**src/rtl/samp_offset_cal.sv**
```systemverilog
module samp_offset_cal #(
  parameter int NBITS      = 8,
  parameter int CODE_W     = 4,
  parameter int SETTLE_CYC = 100
) (
  input  logic                      clk,
  input  logic                      rst_n,
  input  logic                      start,
  input  logic                      lp_mode,
  output logic [NBITS*CODE_W-1:0]   offset_word,
  output logic                      train_mode,
  output logic                      odt_force,
  input  logic [NBITS:0]            feedback,
  output logic [NBITS*CODE_W-1:0]   result_word,
  output logic [CODE_W-1:0]         strobe_ctr,
  output logic                      done
);
  localparam int NTRK     = NBITS + 1;
  localparam int CODE_MAX = (1 << CODE_W) - 1;
  localparam int CNT_W    = $clog2(SETTLE_CYC + 1);

  typedef enum logic [2:0] {S_IDLE, S_SETTLE, S_SAMPLE, S_GAP, S_CALC} st_t;
  st_t state;

  logic [CODE_W-1:0] code_q;
  logic [CNT_W-1:0]  cnt_q;
  logic              lp_q;
  logic              train_q;
  logic [CODE_W-1:0] fz_q [NTRK];
  logic [CODE_W-1:0] lo_q [NTRK];
  logic [CODE_W-1:0] ctr  [NTRK];

  wire accept = (state == S_IDLE) && start;
  wire last_code = (code_q == CODE_W'(CODE_MAX));

  assign offset_word = (state == S_IDLE) ? '0 : {NBITS{code_q}};
  assign train_mode  = train_q;
  assign odt_force   = train_q;

  always_ff @(posedge clk or negedge rst_n) begin
    if (!rst_n) begin
      state   <= S_IDLE;
      code_q  <= '0;
      cnt_q   <= '0;
      lp_q    <= 1'b0;
      train_q <= 1'b0;
      done    <= 1'b0;
    end else begin
      done <= 1'b0;
      unique case (state)
        S_IDLE: if (start) begin
          state   <= S_SETTLE;
          code_q  <= CODE_W'(1);
          cnt_q   <= '0;
          lp_q    <= lp_mode;
          train_q <= 1'b1;
        end
        S_SETTLE: begin
          if (cnt_q == CNT_W'(SETTLE_CYC - 1)) state <= S_SAMPLE;
          else cnt_q <= cnt_q + 1'b1;
        end
        S_SAMPLE: begin
          train_q <= 1'b0;
          if (last_code) state <= S_CALC;
          else begin
            state  <= S_GAP;
            code_q <= code_q + 1'b1;
          end
        end
        S_GAP: begin
          state   <= S_SETTLE;
          cnt_q   <= '0;
          train_q <= 1'b1;
        end
        S_CALC: begin
          state <= S_IDLE;
          done  <= 1'b1;
        end
        default: state <= S_IDLE;
      endcase
    end
  end

  for (genvar g = 0; g < NTRK; g++) begin : g_trk
    wire live = (g < NBITS) || lp_q;
    always_ff @(posedge clk or negedge rst_n) begin
      if (!rst_n) begin
        fz_q[g] <= '0;
        lo_q[g] <= '0;
      end else if (accept) begin
        fz_q[g] <= '0;
        lo_q[g] <= '0;
      end else if (state == S_SAMPLE && live) begin
        if (feedback[g]) lo_q[g] <= code_q;
        else if (fz_q[g] == '0) fz_q[g] <= code_q;
      end
    end

    logic [CODE_W:0] sum;
    logic [CODE_W:0] half;
    assign sum  = {1'b0, fz_q[g]} + {1'b0, lo_q[g]};
    assign half = sum >> 1;
    always_comb begin
      ctr[g] = (half > (CODE_W+1)'(CODE_MAX)) ? CODE_W'(CODE_MAX) : half[CODE_W-1:0];
      if (fz_q[g] == '0) ctr[g] = CODE_W'(CODE_MAX);
      if (lo_q[g] == '0) ctr[g] = '0;
    end
  end

  always_ff @(posedge clk or negedge rst_n) begin
    if (!rst_n) begin
      result_word <= '0;
      strobe_ctr  <= '0;
    end else if (state == S_CALC) begin
      for (int i = 0; i < NBITS; i++) result_word[i*CODE_W +: CODE_W] <= ctr[i];
      strobe_ctr <= lp_q ? ctr[NBITS] : '0;
    end
  end


  done_pulse_chk: assert property (@(posedge clk) disable iff (!rst_n)
    done |=> !done);


  train_idle_chk: assert property (@(posedge clk) disable iff (!rst_n)
    (state == S_IDLE) |-> !train_mode && !odt_force);


  code_nonzero_chk: assert property (@(posedge clk) disable iff (!rst_n)
    train_mode |-> offset_word[CODE_W-1:0] != '0);


  code_step_chk: assert property (@(posedge clk) disable iff (!rst_n)
    $rose(train_mode) && (state != S_IDLE) && $past(state) == S_GAP
      |-> offset_word[CODE_W-1:0] == $past(offset_word[CODE_W-1:0]));


  gap_one_cycle_chk: assert property (@(posedge clk) disable iff (!rst_n)
    $fell(train_mode) && (state == S_GAP) |=> train_mode);


  strobe_off_chk: assert property (@(posedge clk) disable iff (!rst_n)
    done && !lp_q |-> strobe_ctr == '0);


  start_ignored_chk: assert property (@(posedge clk) disable iff (!rst_n)
    (state == S_SETTLE) && start |=> state != S_IDLE);
endmodule

```
**config.mk**
```make
export PLATFORM = sky130hd
export DESIGN_NAME = samp_offset_cal
export DESIGN_NICKNAME = d
export VERILOG_FILES = /design/src/rtl/samp_offset_cal.sv
export SDC_FILE = /design/constraint.sdc
export NUM_CORES = 1
export LEC_CHECK = 0
export CELL_PAD_IN_SITES_DETAIL_PLACEMENT = 0
export CELL_PAD_IN_SITES_GLOBAL_PLACEMENT = 2
export CORE_MARGIN = 2
export CORE_UTILIZATION = 32
export CTS_CLUSTER_DIAMETER = 200
export DETAILED_ROUTE_END_ITERATION = 8
export PLACE_DENSITY = 0.88
export SLEW_MARGIN = 20
export SYNTH_ARGS = -nofsm -noshare
export SYNTH_HDL_FRONTEND = slang
export SYNTH_SLANG_ARGS = --single-unit
```
**constraint.sdc**
```tcl
create_clock -name clk -period 1.5 [get_ports clk]
set_input_delay 0.225 -clock clk [delete_from_list [all_inputs] [get_ports clk]]
set_output_delay 0.225 -clock clk [all_outputs]
set_load 0.02 [all_outputs]
```
==> run_summary.xml <==
<?xml version="1.0" encoding="UTF-8"?>
<metrics>
  <group name="outcome">
    <metric name="status" unit="">complete, but fails checks</metric>
    <metric name="violations" unit="">negative setup slack</metric>
  </group>
  <group name="worst_hold_path">
    <metric name="worst_hold_class" unit="">input port to async pin</metric>
  </group>
  <group name="detailed_routing">
    <metric name="drt.antenna.violating_nets" unit="">0</metric>
    <metric name="num_vias" unit="">5690</metric>
    <metric name="drtIter0Drc" unit="">263</metric>
    <metric name="detail_route.drc_violations" unit="">0</metric>
    <metric name="wire_per_inst" unit="um">16.3</metric>
    <metric name="vias_per_cell" unit="">4.99</metric>
    <metric name="detail_route.wirelength" unit="um">18500</metric>
    <metric name="detail_route.first_pass.iterations" unit="">4</metric>
  </group>
  <group name="cells_and_area">
    <metric name="area_growth" unit="%">58.7</metric>
    <metric name="stdcell_count" unit="">1140</metric>
    <metric name="fraction_of_layout_cells_with_a_size_suffix_above_1" unit="%">49.4</metric>
    <metric name="most_common_library_cell_in_the_layout_ignoring_fill_and_taps" unit="">sky130_fd_sc_hd__dfrtp_1</metric>
    <metric name="layout_common_cells" unit="">sky130_fd_sc_hd__dfrtp_1, sky130_fd_sc_hd__buf_4, sky130_fd_sc_hd__buf_6</metric>
    <metric name="antennaDiodeCount" unit="">0</metric>
    <metric name="final_nets" unit="">910</metric>
    <metric name="finalInstanceArea" unit="mm2">0.0106</metric>
  </group>
  <group name="floorplanning">
    <metric name="die-width" unit="um">149</metric>
    <metric name="core-area" unit="mm2">0.0204</metric>
    <metric name="die_h" unit="um">149</metric>
    <metric name="start_util" unit="%">32.8</metric>
    <metric name="ioPinCount" unit="">84</metric>
    <metric name="die-area" unit="mm2">0.0221</metric>
    <metric name="floorplan.rows" unit="">52</metric>
  </group>
  <group name="cts">
    <metric name="clock_sinks" unit="">125</metric>
    <metric name="clock_tree.buffer_depth" unit="">2</metric>
    <metric name="cts-buffers-inserted" unit="">17</metric>
    <metric name="path_clk_slew" unit="ns">0.06</metric>
    <metric name="cts_tree" unit="">yes</metric>
    <metric name="cts.root.buffer_cell" unit="">sky130_fd_sc_hd__clkbuf_16</metric>
    <metric name="clock_latency_on_the_worst_skew_pair" unit="ns">0.42</metric>
    <metric name="htree_num_levels" unit="">4</metric>
  </group>
  <group name="place">
    <metric name="placed_cell_area" unit="mm2">0.00832</metric>
    <metric name="place_ws" unit="ns">-0.261</metric>
    <metric name="place.detailed.instances" unit="">1065</metric>
    <metric name="place.port_buffers" unit="">83</metric>
    <metric name="dp.final_hpwl" unit="um">11200</metric>
    <metric name="gp_congestion" unit="">0.770</metric>
  </group>
  <group name="logic_synthesis">
    <metric name="postSynthRegisterBits" unit="">125</metric>
    <metric name="synth.cell_area" unit="mm2">0.00668</metric>
    <metric name="synth_cell_type_count" unit="">49</metric>
    <metric name="synth.net_count" unit="">727</metric>
    <metric name="ys_seq_area_share" unit="%">46.8</metric>
    <metric name="syn-instance-count" unit="">676</metric>
    <metric name="ys.flop_type" unit="">sky130_fd_sc_hd__dfrtp_1</metric>
    <metric name="post_synth_edffs" unit="">0</metric>
    <metric name="count_of_warnings_emitted_by_yosys" unit="">0</metric>
    <metric name="postSynth.asyncResetShare" unit="%">100</metric>
    <metric name="post_synth.cell_area_avg" unit="um2">9.89</metric>
  </group>
  <group name="sta">
    <metric name="rsz_0062_raised_after_global_routing" unit="">true</metric>
    <metric name="maxClockFrequency" unit="MHz">573</metric>
    <metric name="drv_slew" unit="">0</metric>
    <metric name="post-route-period-util" unit="%">116</metric>
    <metric name="tightest_slew" unit="ns">0.595</metric>
    <metric name="fin_ws" unit="ns">-0.244</metric>
    <metric name="slew_headroom" unit="%">60.2</metric>
    <metric name="setup_viol" unit="">153</metric>
    <metric name="finalHoldViolations" unit="">0</metric>
    <metric name="clock_skew" unit="ns">0.00624</metric>
    <metric name="holdWs" unit="ns">0.209</metric>
    <metric name="final_period_minus_worst_setup_slack" unit="ns">1.74</metric>
  </group>
  <group name="critical_path">
    <metric name="critical_path.slowest_cell" unit="">sky130_fd_sc_hd__dfrtp_2</metric>
    <metric name="start_kind" unit="">register</metric>
    <metric name="worst_path_max_stage_delay" unit="ns">0.44</metric>
    <metric name="criticalPathCategory" unit="">register to output pin</metric>
    <metric name="worstSetupStartpoint" unit="">state[0]</metric>
    <metric name="timing.critical_path.to_type" unit="">output pin</metric>
    <metric name="regToRegStartpoint" unit="">state[0]</metric>
    <metric name="worstPathArrival" unit="ns">1.52</metric>
    <metric name="cp_max_fo" unit="">9</metric>
    <metric name="worst-path-buf-inv" unit="">1</metric>
    <metric name="path_delay_family" unit="">simple AND/OR/NAND/NOR gates</metric>
    <metric name="critical_path.cell_chain" unit="">nor3_4 &gt; and2b_4 &gt; buf_2</metric>
    <metric name="cp_data_required_time" unit="ns">1.27</metric>
    <metric name="setup.reg_to_reg.worst_slack" unit="ns">-0.22</metric>
  </group>
  <group name="global_route">
    <metric name="global_route.usage.total" unit="%">17.3</metric>
    <metric name="globalRoute.totalOverflow" unit="">0</metric>
    <metric name="antenna_found_initial" unit="">0</metric>
    <metric name="grt_first_pass_wirelength" unit="um">30000</metric>
    <metric name="first_global_vias" unit="">5840</metric>
    <metric name="grt_start_max_net_pins" unit="">47</metric>
  </group>
  <group name="power">
    <metric name="peakVddDrop" unit="mV">0.844</metric>
    <metric name="power.static_leakage" unit="nW">4.87</metric>
    <metric name="power.total" unit="mW">8.64</metric>
    <metric name="powerDensity" unit="mW/mm2">815</metric>
  </group>
  <group name="run">
    <metric name="max_cap_viol_count" unit="">0</metric>
  </group>
</metrics>
-- report_power, final --
group / switching [mW] / total, mW / internal (mW)
registers: 0.150 / 3.63 / 3.48
logic: 0.418 / 0.773 / 0.354
clock network: 1.43 / 4.24 / 2.81
-- state kept, by name, indices dropped and copies added, names as in the netlist, 3 cells and up --
name,cells
cnt_q,7
strobe_ctr,4
lo_q,36
fz_q,36
state,3
code_q,4
result_word,32
-- logic make-up (layout without fill, tap and decap cells) --
family	count (synthesis)	after routing	synth area share (%)
AOI/OAI and AO/OA	186	186	18.1
xor gates and xnor gates	21	21	2.75
muxes	6	6	0.917
DFF	125	125	46.8
and+or+nand+nor	207	207	15.1
buffers and inverters	93	287	8.20
adders and majority gates	38	38	8.13
-- per-stage QoR --
step                      TNS, ns  util, %
after floorplan            -0.284        -
after global placement     -17.57     40.9
after detailed placement   -20.19     40.9
after CTS                  -19.10     49.4
after global routing       -28.25     52.1
final                      -19.94     52.1
-- cells in the mapped netlist, drive strengths merged (12+ instances only) --
master | n | area (um2)
buf | 53 | 392
ha | 29 | 363
nor2b | 12 | 75.1
o21ai | 24 | 120
nand3 | 33 | 165
a21oi | 83 | 427
nand2 | 62 | 233
nor2 | 55 | 206
a211oi | 19 | 153
a21o | 27 | 203
inv | 30 | 113
dfrtp | 125 | 3130
xor2 | 21 | 184
-- worst paths after layout --
path	endpoint	cells after the start
worst max-delay path	offset_word[30]	3
worst min-delay path	result_word[8]	2
worst max register to register	lo_q[2]	7
worst min register to register	result_word[17]	1
max in group asynchronous	lo_q[9]	3
min in group clk	g_trk[8].live	2
-- layout make-up --
cell class                      count  area (um2)
Multi-Input combinational cell    458        4050
Inverter                           31         145
Fill cell                        1760        9760
Timing Repair inverter              3        62.6
Sequential cell                   125        3140
Clock buffer                       24         502
Clock inverter                      6         108
Tap cell                          270         338
Timing Repair Buffer              223        2270
-- layer usage --
metal / GRT usage, % / vias up / share of wire (%)
met5: 0 / - / 0
met4: 5.14 / 0 / 2.0
met3: 3.96 / 28 / 4.9
met2: 28.7 / 122 / 49
met1: 22.7 / 2815 / 44
li1: - / 2725 / -
-- repair_timing --
action / 4_1_cts / 5_1_grt
gates resized for setup: 394 / 143
endpoints found under the hold margin: 125 / 0
endpoints found under the setup margin: 188 / 155
cloned: 13 / 0
pin swaps: 100 / 68
hold buffers: 1 / 0
setup buffers: 23 / 19
No activity file was read; power rests on OpenSTA's default activity.
